### src/rtl/rot_pkg.sv
package rot_pkg;

    localparam int ROT_CW = 8;

    typedef enum logic {
        MODE_STD = 1'b0,
        MODE_SH  = 1'b1
    } rot_mode_e;

    typedef struct packed {
        rot_mode_e         mode;
        logic              en_bus;
        logic              en_avg;
        logic [ROT_CW-1:0] t_pre;
        logic [ROT_CW-1:0] t_settle;
        logic [ROT_CW-1:0] t_sh;
        logic [ROT_CW-1:0] t_bus;
        logic [ROT_CW-1:0] t_avg;
    } rot_cfg_t;

    function automatic logic [ROT_CW-1:0] floor_one(input logic [ROT_CW-1:0] v);
        return (v == '0) ? ROT_CW'(1) : v;
    endfunction

endpackage

### src/rtl/rot_cfg.sv
module rot_cfg
    import rot_pkg::*;
#(
    parameter int DEF_PRE    = 2,
    parameter int DEF_SETTLE = 18,
    parameter int DEF_SH     = 15,
    parameter int DEF_BUS    = 1,
    parameter int DEF_AVG    = 2
) (
    input  logic     clk,
    input  logic     rst_n,
    input  logic     load,
    input  logic     busy,
    input  rot_cfg_t cfg_in,
    output rot_cfg_t cfg_out
);

    rot_cfg_t          cfg_d, cfg_q;
    logic [ROT_CW-1:0] pre_fix;
    logic [ROT_CW-1:0] bus_fix;

    always_comb begin
        cfg_d   = cfg_q;
        pre_fix = floor_one(cfg_in.t_pre);
        bus_fix = floor_one(cfg_in.t_bus);
        if (bus_fix > pre_fix) bus_fix = pre_fix;
        if (load && !busy) begin
            cfg_d.mode     = cfg_in.mode;
            cfg_d.en_bus   = cfg_in.en_bus;
            cfg_d.en_avg   = cfg_in.en_avg;
            cfg_d.t_pre    = pre_fix;
            cfg_d.t_settle = floor_one(cfg_in.t_settle);
            cfg_d.t_sh     = (cfg_in.t_sh < pre_fix) ? pre_fix : cfg_in.t_sh;
            cfg_d.t_bus    = bus_fix;
            cfg_d.t_avg    = floor_one(cfg_in.t_avg);
        end
    end

    always_ff @(posedge clk or negedge rst_n) begin
        if (!rst_n) begin
            cfg_q.mode     <= MODE_STD;
            cfg_q.en_bus   <= 1'b0;
            cfg_q.en_avg   <= 1'b0;
            cfg_q.t_pre    <= ROT_CW'(DEF_PRE);
            cfg_q.t_settle <= ROT_CW'(DEF_SETTLE);
            cfg_q.t_sh     <= ROT_CW'(DEF_SH);
            cfg_q.t_bus    <= ROT_CW'(DEF_BUS);
            cfg_q.t_avg    <= ROT_CW'(DEF_AVG);
        end else begin
            cfg_q <= cfg_d;
        end
    end

    assign cfg_out = cfg_q;

endmodule

### src/rtl/rot_timer.sv
module rot_timer #(
    parameter int CW = 9
) (
    input  logic          clk,
    input  logic          rst_n,
    input  logic          line_start,
    input  logic [CW-1:0] end_cnt,
    output logic          busy,
    output logic [CW-1:0] cnt,
    output logic          ready,
    output logic          overrun
);

    typedef struct packed {
        logic          busy;
        logic          ovr;
        logic [CW-1:0] cnt;
    } tmr_t;

    tmr_t s_d, s_q;
    logic at_end;

    always_comb begin
        s_d    = s_q;
        at_end = s_q.busy && (s_q.cnt == end_cnt);
        if (s_q.busy) begin
            if (line_start) s_d.ovr = 1'b1;
            if (at_end) begin
                s_d.busy = 1'b0;
                s_d.cnt  = '0;
            end else begin
                s_d.cnt = s_q.cnt + 1'b1;
            end
        end else if (line_start) begin
            s_d.busy = 1'b1;
            s_d.cnt  = '0;
        end
    end

    always_ff @(posedge clk or negedge rst_n) begin
        if (!rst_n) s_q <= '0;
        else        s_q <= s_d;
    end

    assign busy    = s_q.busy;
    assign cnt     = s_q.cnt;
    assign ready   = at_end;
    assign overrun = s_q.ovr;

endmodule

### src/rtl/rot_decode.sv
module rot_decode
    import rot_pkg::*;
#(
    parameter int CW = ROT_CW + 1
) (
    input  rot_cfg_t      cfg,
    input  logic          busy,
    input  logic [CW-1:0] cnt,
    output logic [CW-1:0] end_cnt,
    output logic          pre_on,
    output logic          bus_on,
    output logic          sh_n,
    output logic          avg_on
);

    logic [CW-1:0] pre_w, set_w, sh_w, bus_w, avg_w;
    logic          sh_mode, use_avg;

    always_comb begin
        pre_w   = CW'(cfg.t_pre);
        set_w   = CW'(cfg.t_settle);
        sh_w    = CW'(cfg.t_sh);
        bus_w   = CW'(cfg.t_bus);
        avg_w   = CW'(cfg.t_avg);
        sh_mode = (cfg.mode == MODE_SH);
        use_avg = sh_mode && cfg.en_avg;
        if (sh_mode) end_cnt = sh_w + (use_avg ? avg_w : '0);
        else         end_cnt = pre_w + set_w;
        pre_on = busy && (cnt < pre_w);
        bus_on = busy && cfg.en_bus && (cnt < bus_w);
        sh_n   = sh_mode ? !(busy && (cnt < sh_w)) : 1'b0;
        avg_on = busy && use_avg && (cnt >= sh_w) && (cnt < sh_w + avg_w);
    end

endmodule

### src/rtl/rot_seq.sv
module rot_seq
    import rot_pkg::*;
#(
    parameter int DEF_PRE    = 2,
    parameter int DEF_SETTLE = 18,
    parameter int DEF_SH     = 15,
    parameter int DEF_BUS    = 1,
    parameter int DEF_AVG    = 2
) (
    input  logic              clk,
    input  logic              rst_n,
    input  logic              line_start,
    input  logic              cfg_load,
    input  logic              cfg_mode_sh,
    input  logic              cfg_bus_en,
    input  logic              cfg_avg_en,
    input  logic [ROT_CW-1:0] cfg_t_pre,
    input  logic [ROT_CW-1:0] cfg_t_settle,
    input  logic [ROT_CW-1:0] cfg_t_sh,
    input  logic [ROT_CW-1:0] cfg_t_bus,
    input  logic [ROT_CW-1:0] cfg_t_avg,
    output logic              col_pre,
    output logic              row_desel,
    output logic              sh_col_n,
    output logic              bus_pre1,
    output logic              bus_pre2,
    output logic              avg_pulse,
    output logic              pix_ready,
    output logic              overrun
);

    localparam int CW = ROT_CW + 1;

    rot_cfg_t      cfg_in, cfg_w;
    logic          busy_w;
    logic [CW-1:0] cnt_w, end_w;
    logic          pre_on, bus_on, sh_n, avg_on;

    always_comb begin
        cfg_in.mode     = rot_mode_e'(cfg_mode_sh);
        cfg_in.en_bus   = cfg_bus_en;
        cfg_in.en_avg   = cfg_avg_en;
        cfg_in.t_pre    = cfg_t_pre;
        cfg_in.t_settle = cfg_t_settle;
        cfg_in.t_sh     = cfg_t_sh;
        cfg_in.t_bus    = cfg_t_bus;
        cfg_in.t_avg    = cfg_t_avg;
    end

    rot_cfg #(
        .DEF_PRE(DEF_PRE), .DEF_SETTLE(DEF_SETTLE), .DEF_SH(DEF_SH),
        .DEF_BUS(DEF_BUS), .DEF_AVG(DEF_AVG)
    ) cfg_i (
        .clk(clk), .rst_n(rst_n), .load(cfg_load), .busy(busy_w),
        .cfg_in(cfg_in), .cfg_out(cfg_w)
    );

    rot_timer #(.CW(CW)) tmr_i (
        .clk(clk), .rst_n(rst_n), .line_start(line_start), .end_cnt(end_w),
        .busy(busy_w), .cnt(cnt_w), .ready(pix_ready), .overrun(overrun)
    );

    rot_decode #(.CW(CW)) dec_i (
        .cfg(cfg_w), .busy(busy_w), .cnt(cnt_w), .end_cnt(end_w),
        .pre_on(pre_on), .bus_on(bus_on), .sh_n(sh_n), .avg_on(avg_on)
    );

    assign col_pre   = pre_on;
    assign row_desel = pre_on;
    assign sh_col_n  = sh_n;
    assign bus_pre1  = bus_on;
    assign bus_pre2  = bus_on;
    assign avg_pulse = avg_on;

endmodule

### config.mk
export PLATFORM = sky130hd
export DESIGN_NAME = rot_seq
export DESIGN_NICKNAME = d
export VERILOG_FILES = /design/src/rtl/rot_pkg.sv /design/src/rtl/rot_cfg.sv /design/src/rtl/rot_timer.sv /design/src/rtl/rot_decode.sv /design/src/rtl/rot_seq.sv
export SDC_FILE = /design/constraint.sdc
export NUM_CORES = 1
export LEC_CHECK = 0
export ABC_AREA = 1
export ABC_CLOCK_PERIOD_IN_PS = 3000
export BUFFER_PORTS_ARGS = -buffer_cell sky130_fd_sc_hd__buf_2
export CORE_MARGIN = 5
export CORE_UTILIZATION = 54
export DETAILED_ROUTE_END_ITERATION = 6
export GPL_ROUTABILITY_DRIVEN = 0
export PLACE_DENSITY_LB_ADDON = 0.05
export SLEW_MARGIN = 15
export SYNTH_ARGS = -nofsm -noshare
export SYNTH_HDL_FRONTEND = slang
export SYNTH_SLANG_ARGS = --single-unit
### constraint.sdc
create_clock -name clk -period 3 [get_ports clk]
set_clock_uncertainty 0.2 [all_clocks]
set_input_delay 0.3 -clock clk [delete_from_list [all_inputs] [get_ports clk]]
set_output_delay 0.3 -clock clk [all_outputs]
set_load 0.1 [all_outputs]
==> results of run 1 <==
## path summary, 6_finish.rpt
path,start,endpoint,slack (ns),depth (start not counted)
setup reg to reg,cfg_i.cfg_out[16]$_DFFE_PN1P_,tmr_i.busy$_DFF_PN0_,0.19,16
hold reg to reg,cfg_i.cfg_out[28]$_DFFE_PN1P_,cfg_i.cfg_out[28]$_DFFE_PN1P_,0.28,2
setup / recovery,cfg_i.cfg_out[16]$_DFFE_PN1P_,avg_pulse,-0.59,13
min in group asynchronous,rst_n,cfg_i.cfg_out[29]$_DFFE_PN0P_,0.47,2
hold / removal,line_start,tmr_i.busy$_DFF_PN0_,0.007,3
max in group asynchronous,rst_n,tmr_i.cnt[2]$_DFFE_PN0P_,1.41,3
## metal layers
| metal | global-route usage, % | part of all wire, % | vias to the layer above |
|---|---|---|---|
| met3 | 3.00 | 4.3 | 35 |
| met4 | 11.3 | 4.0 | 0 |
| met1 | 32.5 | 47 | 2198 |
| li1 | - | - | 2467 |
| met5 | 0 | 0 | - |
| met2 | 39.1 | 45 | 154 |
## power by group through the flow
stage | clock [uW] | sequential [uW] | combinational, uW
4_1_cts | 523 | 1420 | 4410
5_1_grt | 557 | 1470 | 5160
3_5_place_dp | 0 | 1430 | 4350
6_report | 518 | 1440 | 4610
3_3_place_gp | 0 | 1410 | 4210
2_1_floorplan | 0 | 1330 | 3180
## cells by family (layout without fill, tap and decap cells)
family,count (synthesis),count (layout)
compound gates,111,111
buf+inv,139,217
simple gates,329,329
flops,54,54
xor+xnor,12,12
fa+ha+maj,73,73
## per-stage QoR
| step | utilization (%) | instance area, sq um | setup slack, ns | TNS, ns | power (uW) |
|---|---|---|---|---|---|
| after detailed placement | 63.6 | 5600 | -0.156 | -0.156 | 5770 |
| after CTS | 65.7 | 5790 | -0.511 | -0.835 | 6340 |
| final | 66.9 | 5890 | -0.586 | -0.944 | 6570 |
| after floorplan | - | 5010 | -0.252 | -0.656 | 4510 |
| after global placement | 63.6 | 5600 | -0.0549 | -0.0549 | 5620 |
| after global routing | 66.9 | 5890 | -0.693 | -1.32 | 7190 |
## sequential cells by signal, indices dropped and copies added (netlist names)
name,flops
tmr_i.busy,1
tmr_i.cnt,9
tmr_i.overrun,1
cfg_i.cfg_out,43
## worst max-delay path: cells and delay by family, from the launching register on
family	cells	cell delay, ns
AO/OA/AOI/OAI	7	1.05
adder cells (fa/ha/maj)	3	0.78
buffers and inverters	2	0.21
flip-flops	1	0.57
AND/OR/NAND/NOR	1	0.16
## final cells by class
class / instances / share of cell area (%)
Clock buffer: 5 / 1.17
Clock inverter: 3 / 0.808
Inverter: 116 / 7.40
Multi-Input combinational cell: 525 / 54.0
Sequential cell: 54 / 23.2
Tap cell: 108 / 2.30
Timing Repair Buffer: 93 / 11.2
## timing repair
action | CTS | global route
hold endpoints to repair | 39 | 0
pin swaps | 4 | 9
resized for setup | 4 | 21
setup buffers | 0 | 2
gates cloned | 0 | 0
setup endpoints to repair | 3 | 8
hold buffers | 6 | 0
## cell usage in the layout, fill, tap and decap left out, types with 2 or more instances in the layout
cell,synthesis,routed
nand4_1,7,7
dfrtp_1,45,43
a21oi_1,42,36
dfrtp_2,0,2
buf_2,2,47
nand3_1,57,57
dlygate4sd3_1,0,6
o21ai_2,0,2
inv_6,0,2
o21a_1,3,3
buf_12,0,5
nor2_4,0,2
nor2_1,33,29
o21bai_1,2,2
xnor2_1,3,3
clkbuf_4,0,2
a21o_1,3,3
ha_4,0,5
nor2_2,1,3
a41oi_1,2,2
inv_2,4,5
clkbuf_8,0,5
fa_2,0,2
nand2_2,5,8
nor4_1,4,4
o21ai_1,1,5
nor3_1,6,6
dfstp_2,9,9
nand3_2,2,2
o21ai_0,51,45
xor2_1,9,9
buf_4,3,33
nand2_1,213,210
inv_1,112,111
a21oi_2,0,5
ha_1,70,64
==> results.toml, run 1 <==
[logic_synthesis]
synthSimpleGateAreaFrac_pct = 27.8
async_reset_ff_share_pct = 100
synth.distinct_cells = 36
ys_seq_area_share_pct = 27.6
yosys.area.top_type_share_pct = 22.8
synth_top_family_by_area = "simple AND/OR/NAND/NOR gates"
synthMuxAreaShare_pct = 0
synth_fa_ha_area_share_pct = 19.0
netlist_area_sq_um = 4940
synth_nets = 838
synth_compound_area_share_pct = 12.3
ys_top_cells_by_count = "nand2_1, inv_1, ha_1"
synthTopCellsByArea = "dfrtp_1, ha_1, nand2_1"
postSynthAreaPerCell_sq_um = 6.87
synth_edf_count = 0
synth_top_flop_cell = "dfrtp_1"
synth_cells = 718
synth_top_area_cell = "dfrtp_1"
synth-xor-area-share_pct = 2.13
ys_warn_count = 0
synth.most_common_cell = "nand2_1"
ys_ff_latch = 54

[outcome]
outcome = "finished with violations"
violations = "setup timing"

[pwr]
leakage_uw = 0.00321
ir_drop_mv = 0.471
swShare_pct = 51.3
power.density_nw_per_um2 = 1120
pwr-share-seq_pct = 21.9
p_clk_share_pct = 7.9
power_switching_uw = 3370
comb_power_share_pct = 70.2
intPower_uw = 3200

[worst_hold_path]
min_path_type = "primary input to flop"

[setup_path]
worstPathRequired_ns = 2.50
worstSetupEndpointType = "primary output"
critPathMostFrequentCell = "a21oi_1"
critPathLaunchType = "flop"
worst-setup-path-type = "flop to primary output"
cp_max_fo = 2
worst_ep_arrival_time_ns = 3.09
slowest_delay_ns = 0.57
crit_chain = "ha_4 -> inv_2 -> fa_2 -> o21ai_2 -> a21oi_1 -> o21ai_1 -> a21o_1 -> a21oi_1 -> ha_1 -> a21oi_1 -> o2111ai_2 -> nor2_4 -> buf_12"
crit_slowest_cell = "dfstp_2"

[layout]
area_growth_pct = 19.3
n_antenna_cell = 0
fillers = 774
seq_area_sq_um = 1370
instances_no_fill = 904
drive_gt1_share_pct = 18.3
final_nets = 915
multi_input_area_sq_um = 3180

[cts]
cts_inserted_buffers = 5
cts.clk_slew.worst_paths_ns = 0.10
clkSinkCount = 54
cts_tree = "built"
root_buffer = "clkbuf_8"
htree_levels = 2
clock_latency_ns = 0.31
clock_path_buffers = 2

[placed_design]
port_buffers = 54
dp_hpwl_mm = 10.7
dp_cells = 888

[drt]
detail_route.wl_per_cell_um = 14.8
vias = 4854
wl_mm = 13.4
drtPass1Iterations = 5
drt_iter0_markers = 319
ant_nets = 0
vias_per_cell = 5.37
drc = 0

[global_routing]
grtUsageTotal_pct = 24.3
grt_overflow = 0
grt_max_degree = 47
grt_pass1_vias = 4685
antenna_found_initial = 0
grt_pass1_wl_mm = 22.1

[timing]
slew_viol_final = 0
timing.hold.ws_ns = 0.00697
setup_ws_ns = -0.586
fin_crit_sh_pct = 120
rsz0062_at_grt = "true"
post-route-min-period_ns = 3.59
fmax_mhz = 279
final_hold_viol_count = 0
worst_pin_slew_ns = 0.979
setup_violations = 3
slew_headroom_pct = 34.7

[floorplan]
start_util_pct = 56.1
fp.dieH_um = 106
rows = 34
core_area_sq_um = 8810
die_w_um = 106
pin_count = 55
die_area_sq_um = 11200

[run]
drv_cap = 0
Power figures use the tool's default switching activity.
==> run 2, diff against run 1 <==
--- a/config.mk
+++ b/config.mk
@@ -6,10 +6,10 @@
 export NUM_CORES = 1
 export LEC_CHECK = 0
 export ABC_AREA = 1
-export ABC_CLOCK_PERIOD_IN_PS = 3000
+export ABC_CLOCK_PERIOD_IN_PS = 4600
 export BUFFER_PORTS_ARGS = -buffer_cell sky130_fd_sc_hd__buf_2
 export CORE_MARGIN = 5
-export CORE_UTILIZATION = 54
+export CORE_UTILIZATION = 55
 export DETAILED_ROUTE_END_ITERATION = 6
 export GPL_ROUTABILITY_DRIVEN = 0
 export PLACE_DENSITY_LB_ADDON = 0.05
==> constraint.sdc (replaced) <==
create_clock -name clk -period 4.6 [get_ports clk]
set_clock_uncertainty 0.2 [all_clocks]
set_input_delay 0.46 -clock clk [delete_from_list [all_inputs] [get_ports clk]]
set_output_delay 0.46 -clock clk [all_outputs]
set_load 0.1 [all_outputs]
==> run 2 against run 1 <==
- the run now ends clean
- non-clock buffer count decreased by 36
- critical endpoint unchanged
- clock power decreased by 38%
- critical path type unchanged
- combinational power decreased by 46%
- design area decreased by 8.9%
- utilization decreased by 5.3 points
- final cell count down 4.0%
- register-to-register slack gained 1.5 ns
- sequential power decreased by 32%
- setup slack better by 1.0 ns
- count of clock-buffer cells in the layout unchanged
- global-route usage down 1.0 points
- die area down 1.6%
==> results.toml, run 2 (synthesis results as in run 1) <==
[setup_path]
crit_chain = "ha_1 -> inv_1 -> fa_1 -> o21ai_0 -> a21oi_1 -> o21ai_0 -> a21o_1 -> a21oi_1 -> ha_1 -> nand2_1 -> nor2_1 -> nand3_1 -> o2111ai_1 -> nor2_1 -> clkbuf_4"
slowest_delay_ns = 0.57
critPathLaunchType = "flop"
rr_worst_depth = 17
cp_max_fo = 4
worstSetupEndpointType = "primary output"
rrSetupSlack_ns = 1.73
worstReg2RegStart = "cfg_i.cfg_out[40]$_DFFE_PN0P_"
worst_ep_arrival_time_ns = 3.51
crit_slowest_cell = "dfstp_2"
worstPathRequired_ns = 3.94
worst-setup-path-type = "flop to primary output"
r2r_end = "tmr_i.cnt[8]$_DFFE_PN0P_"

[layout]
area_growth_pct = 8.69
fillers = 844
n_antenna_cell = 0
layout_commonest_cell = "nand2_1"
fin_util_pct = 61.5
layout_common_cells = "nand2_1, inv_1, ha_1"
instances_no_fill = 868
largest_reg_flops = 43
drive_gt1_share_pct = 11.7
final_nets = 879

[global_routing]
grt_pass1_wl_mm = 21.2
antenna_found_initial = 0
grt_max_degree = 55
grt_pass1_vias = 4442
grtUsageTotal_pct = 23.3
grt_overflow = 0

[pwr]
pwr-share-seq_pct = 25.7
leakage_uw = 0.00301
comb_power_share_pct = 65.7
intPower_uw = 1750
power_switching_uw = 2030
power.density_nw_per_um2 = 704
p_clk_share_pct = 8.5
ir_drop_mv = 0.317
swShare_pct = 53.6

[drt]
wl_mm = 12.7
vias_per_cell = 5.36
ant_nets = 0
drc = 0
detail_route.wl_per_cell_um = 14.6
drtPass1Iterations = 5
vias = 4652
drt_iter0_markers = 234

[cts]
clock_latency_ns = 0.31
cts_tree = "built"
clock_path_buffers = 2
root_buffer = "clkbuf_8"
clkSinkCount = 54
htree_levels = 2
postCtsHoldBufs = 0
cts.clk_slew.worst_paths_ns = 0.10
cts_setup_buffers = 0
cts_inserted_buffers = 5

[timing]
setup_ws_ns = 0.425
tns_ns = 0
setup_violations = 0
slew_viol_final = 0
fmax_mhz = 240
post-route-min-period_ns = 4.17
slew_headroom_pct = 31.7
fin_crit_sh_pct = 90.8
rsz0062_at_grt = "false"
worst_pin_slew_ns = 1.02
final_hold_viol_count = 0

[floorplan]
pin_count = 55
core_area_sq_um = 8720
die_area_sq_um = 11000
fp.dieH_um = 105
die_w_um = 105
start_util_pct = 56.6
rows = 34

[worst_hold_path]
min_path_type = "primary input to async pin"

[placed_design]
place_ws_ns = 0.686
port_buffers = 54
dp_hpwl_mm = 10.1
dp_cells = 860

[outcome]
outcome = "complete, no violations"

[run]
drv_cap = 0
## run 2: changes by cell type in the layout (fill, tap and decap cells not counted), moves of 4 or more
cell | previous run | this run
o21ai_0 | 45 | 51
ha_1 | 64 | 70
o21ai_1 | 5 | 1
a21oi_1 | 36 | 42
dlygate4sd3_1 | 6 | 0
buf_12 | 5 | 0
ha_4 | 5 | 0
buf_4 | 33 | 3
nor2_1 | 29 | 33
a21oi_2 | 5 | 0
buf_2 | 47 | 53
## run 2: how the worst max path moves through the flow
stage               slack [ns]                     startpoint        end  cells past startpoint
finish                    0.43  cfg_i.cfg_out[16]$_DFFE_PN1P_  avg_pulse                     15
detailed placement        0.69  cfg_i.cfg_out[16]$_DFFE_PN1P_  avg_pulse                     15
floorplan                 0.21  cfg_i.cfg_out[16]$_DFFE_PN1P_  avg_pulse                     14
CTS                       0.32  cfg_i.cfg_out[16]$_DFFE_PN1P_  avg_pulse                     15
global route              0.07  cfg_i.cfg_out[16]$_DFFE_PN1P_  avg_pulse                     15
global placement          0.75  cfg_i.cfg_out[16]$_DFFE_PN1P_  avg_pulse                     15
## run 2: area by class of cell
class | count | area [sq um] | area share [%]
inverter | 116 | 435 | 8.12
timing repair buffer | 57 | 295 | 5.50
clock inverter | 3 | 40.0 | 0.746
tap | 108 | 135 | 2.52
clock buffer | 5 | 68.8 | 1.28
multi-input combinational | 525 | 3030 | 56.4
sequential | 54 | 1360 | 25.4
## run 2: power by group through the flow
stage          combinational, uW  sequential (uW)  clock (uW)
2_1_floorplan               2010              860           0
3_3_place_gp                2380              971           0
3_5_place_dp                2460              980           0
4_1_cts                     2480              971         327
5_1_grt                     2840             1010         350
6_report                    2480              973         322
## run 2: per-stage QoR
step	power (uW)	hold slack, ns	instance area [sq um]
2_1_floorplan	2870	-0.0356	4940
3_3_place_gp	3350	0.236	5250
3_5_place_dp	3440	0.242	5250
4_1_cts	3780	0.101	5360
5_1_grt	4190	0.122	5370
6_report	3780	0.0626	5370
## run 2: repair_timing
action	4_1_cts	5_1_grt
hold endpoints to repair	0	0
setup endpoints to repair	0	1
resized for setup	0	1
## run 2: worst max-delay path: cells and delay by family, from the launching register on
family | cells | cell delay [ns]
buffers and inverters | 2 | 0.39
AOI/OAI and AO/OA | 6 | 1.02
adders and majority gates | 3 | 0.85
and+or+nand+nor | 4 | 0.38
DFF | 1 | 0.57
## run 2: layer usage
metal	global-route usage [%]	wire length, um	share of wire (%)	vias up
li1	-	-	-	2398
met1	33.6	6110	48	2100
met2	35.8	5530	44	121
met3	2.65	585	4.6	33
met4	8.77	437	3.5	0
met5	0	0	0	-
==> run 3, diff against run 2 <==
--- a/config.mk
+++ b/config.mk
@@ -13,6 +13,7 @@
 export DETAILED_ROUTE_END_ITERATION = 6
 export GPL_ROUTABILITY_DRIVEN = 0
 export PLACE_DENSITY_LB_ADDON = 0.05
+export SETUP_SLACK_MARGIN = 0.5
 export SLEW_MARGIN = 15
 export SYNTH_ARGS = -nofsm -noshare
 export SYNTH_HDL_FRONTEND = slang
==> run 3 against run 2 <==
- design area is essentially flat
- fmax up 7.2%
- non-clock buffer count is the same
- clock power fell by 12%
- sequential share of layout area is essentially flat
- largest cell class unchanged
- highest routed layer unchanged
==> results.toml, run 3 (synthesis results as in run 1) <==
[outcome]
outcome = "complete, no violations"

[layout]
drive_gt1_share_pct = 12.4
largest_reg_flops = 43
fin_util_pct = 61.6
n_antenna_cell = 0
final_nets = 879
layout_commonest_cell = "nand2_1"
instances_no_fill = 868
layout_common_cells = "nand2_1, inv_1, ha_1"
area_growth_pct = 8.77

[setup_path]
crit_slowest_cell = "dfstp_2"
cp_num_buf_inv = 2
worst_ep_arrival_time_ns = 3.23
slowest_delay_ns = 0.57
worstPathRequired_ns = 3.94
crit_chain = "ha_1 -> inv_1 -> fa_1 -> o21ai_2 -> a21oi_1 -> o21ai_1 -> a21o_1 -> a21oi_1 -> ha_1 -> nand2_1 -> nor2_1 -> nand3_1 -> o2111ai_1 -> nor2_2 -> buf_6"
cp_max_fo = 4
worstSetupEndpointType = "primary output"
worst-setup-path-type = "flop to primary output"
critPathTopFamily = "adder cells"
critPathLaunchType = "flop"

[pwr]
leakage_uw = 0.00300
power.density_nw_per_um2 = 696
ir_drop_mv = 0.303

[cts]
clock_path_buffers = 2
clock_latency_ns = 0.32
clkSinkCount = 54
htree_levels = 2
cts_inserted_buffers = 5
cts.clk_slew.worst_paths_ns = 0.10
cts_tree = "built"
root_buffer = "clkbuf_8"
postCtsHoldBufs = 0

[drt]
drt_iter0_markers = 205
vias = 4592
drc = 0
ant_nets = 0
vias_per_cell = 5.29
detail_route.wl_per_cell_um = 14.4
wl_mm = 12.5
drtPass1Iterations = 5

[global_routing]
grt_max_degree = 55
grt_pass1_wl_mm = 20.8
grtUsageTotal_pct = 22.8
grt_overflow = 0
grt_pass1_vias = 4261
antenna_found_initial = 0

[floorplan]
pin_count = 55
rows = 34
core_area_sq_um = 8720
die_area_sq_um = 11000
start_util_pct = 56.6
die_w_um = 105
fp.dieH_um = 105

[run]
drv_cap = 0

[timing]
fmax_mhz = 257
worst_pin_slew_ns = 1.02
slew_headroom_pct = 31.8
final_hold_viol_count = 0
rsz0062_at_grt = "true"
post-route-min-period_ns = 3.89
slew_viol_final = 0
fin_crit_sh_pct = 84.6
setup_violations = 0
tns_ns = 0

[placed_design]
dp_cells = 859
dp_hpwl_mm = 9.86
port_buffers = 54

[worst_hold_path]
min_path_type = "primary input to async pin"
==> run 3: cell count changes in the layout (fill, tap and decap cells not counted), moves of 2 or more <==
cell	before	now
o21ai_0	51	49
nor2_2	1	3
clkinv_2	2	0
nor2_1	33	31
==> run 3: path summary, 6_finish.rpt <==
check,from,to,slack [ns],depth (start not counted)
hold / removal,rst_n,cfg_i.cfg_out[29]$_DFFE_PN0P_,0.05,2
setup / recovery,cfg_i.cfg_out[16]$_DFFE_PN1P_,avg_pulse,0.71,15
max in group asynchronous,rst_n,cfg_i.cfg_out[42]$_DFFE_PN0P_,3.63,2
hold reg to reg,tmr_i.overrun$_DFFE_PN0P_,tmr_i.overrun$_DFFE_PN0P_,0.27,1
min in group clk,cfg_bus_en,cfg_i.cfg_out[41]$_DFFE_PN0P_,0.13,3
setup reg to reg,cfg_i.cfg_out[42]$_DFFE_PN0P_,tmr_i.cnt[6]$_DFFE_PN0P_,1.79,16
==> run 3: metal layers <==
| metal | up-vias | part of all wire (%) | global-route usage (%) | wire length, um |
|---|---|---|---|---|
| met3 | 29 | 4.5 | 2.59 | 565 |
| met5 | - | 0 | 0 | 0 |
| met1 | 2051 | 49 | 33.8 | 6120 |
| met2 | 117 | 43 | 34.1 | 5380 |
| met4 | 0 | 3.4 | 8.68 | 431 |
| li1 | 2395 | - | - | - |
==> run 3: metrics by stage <==
step           total power [uW]  setup WS [ns]  hold slack, ns  area (sq um)
2_1_floorplan              2870          0.650         -0.0356          4950
3_3_place_gp               3350          0.752           0.234          5250
3_5_place_dp               3410          0.581           0.244          5250
4_1_cts                    3710          0.543          0.0980          5350
5_1_grt                    4140          0.444           0.113          5370
6_report                   3740          0.707          0.0506          5370
==> run 3: power by group <==
group | internal, uW | switching [uW]
Clock | 110 | 172
Combinational | 884 | 1590
Sequential | 713 | 269
Total | 1710 | 2030
==> run 3: layout make-up <==
type	count	area, sq um
Clock buffer	5	68.8
Clock inverter	3	25.0
Sequential cell	54	1360
Inverter	116	435
Fill cell	817	3350
Timing Repair Buffer	57	302
Multi-Input combinational cell	525	3040
Tap cell	108	135
==> run 3: timing repair <==
action / 4_1_cts / 5_1_grt
setup buffers: 0 / 1
setup endpoints to repair: 2 / 2
gates resized for setup: 4 / 4
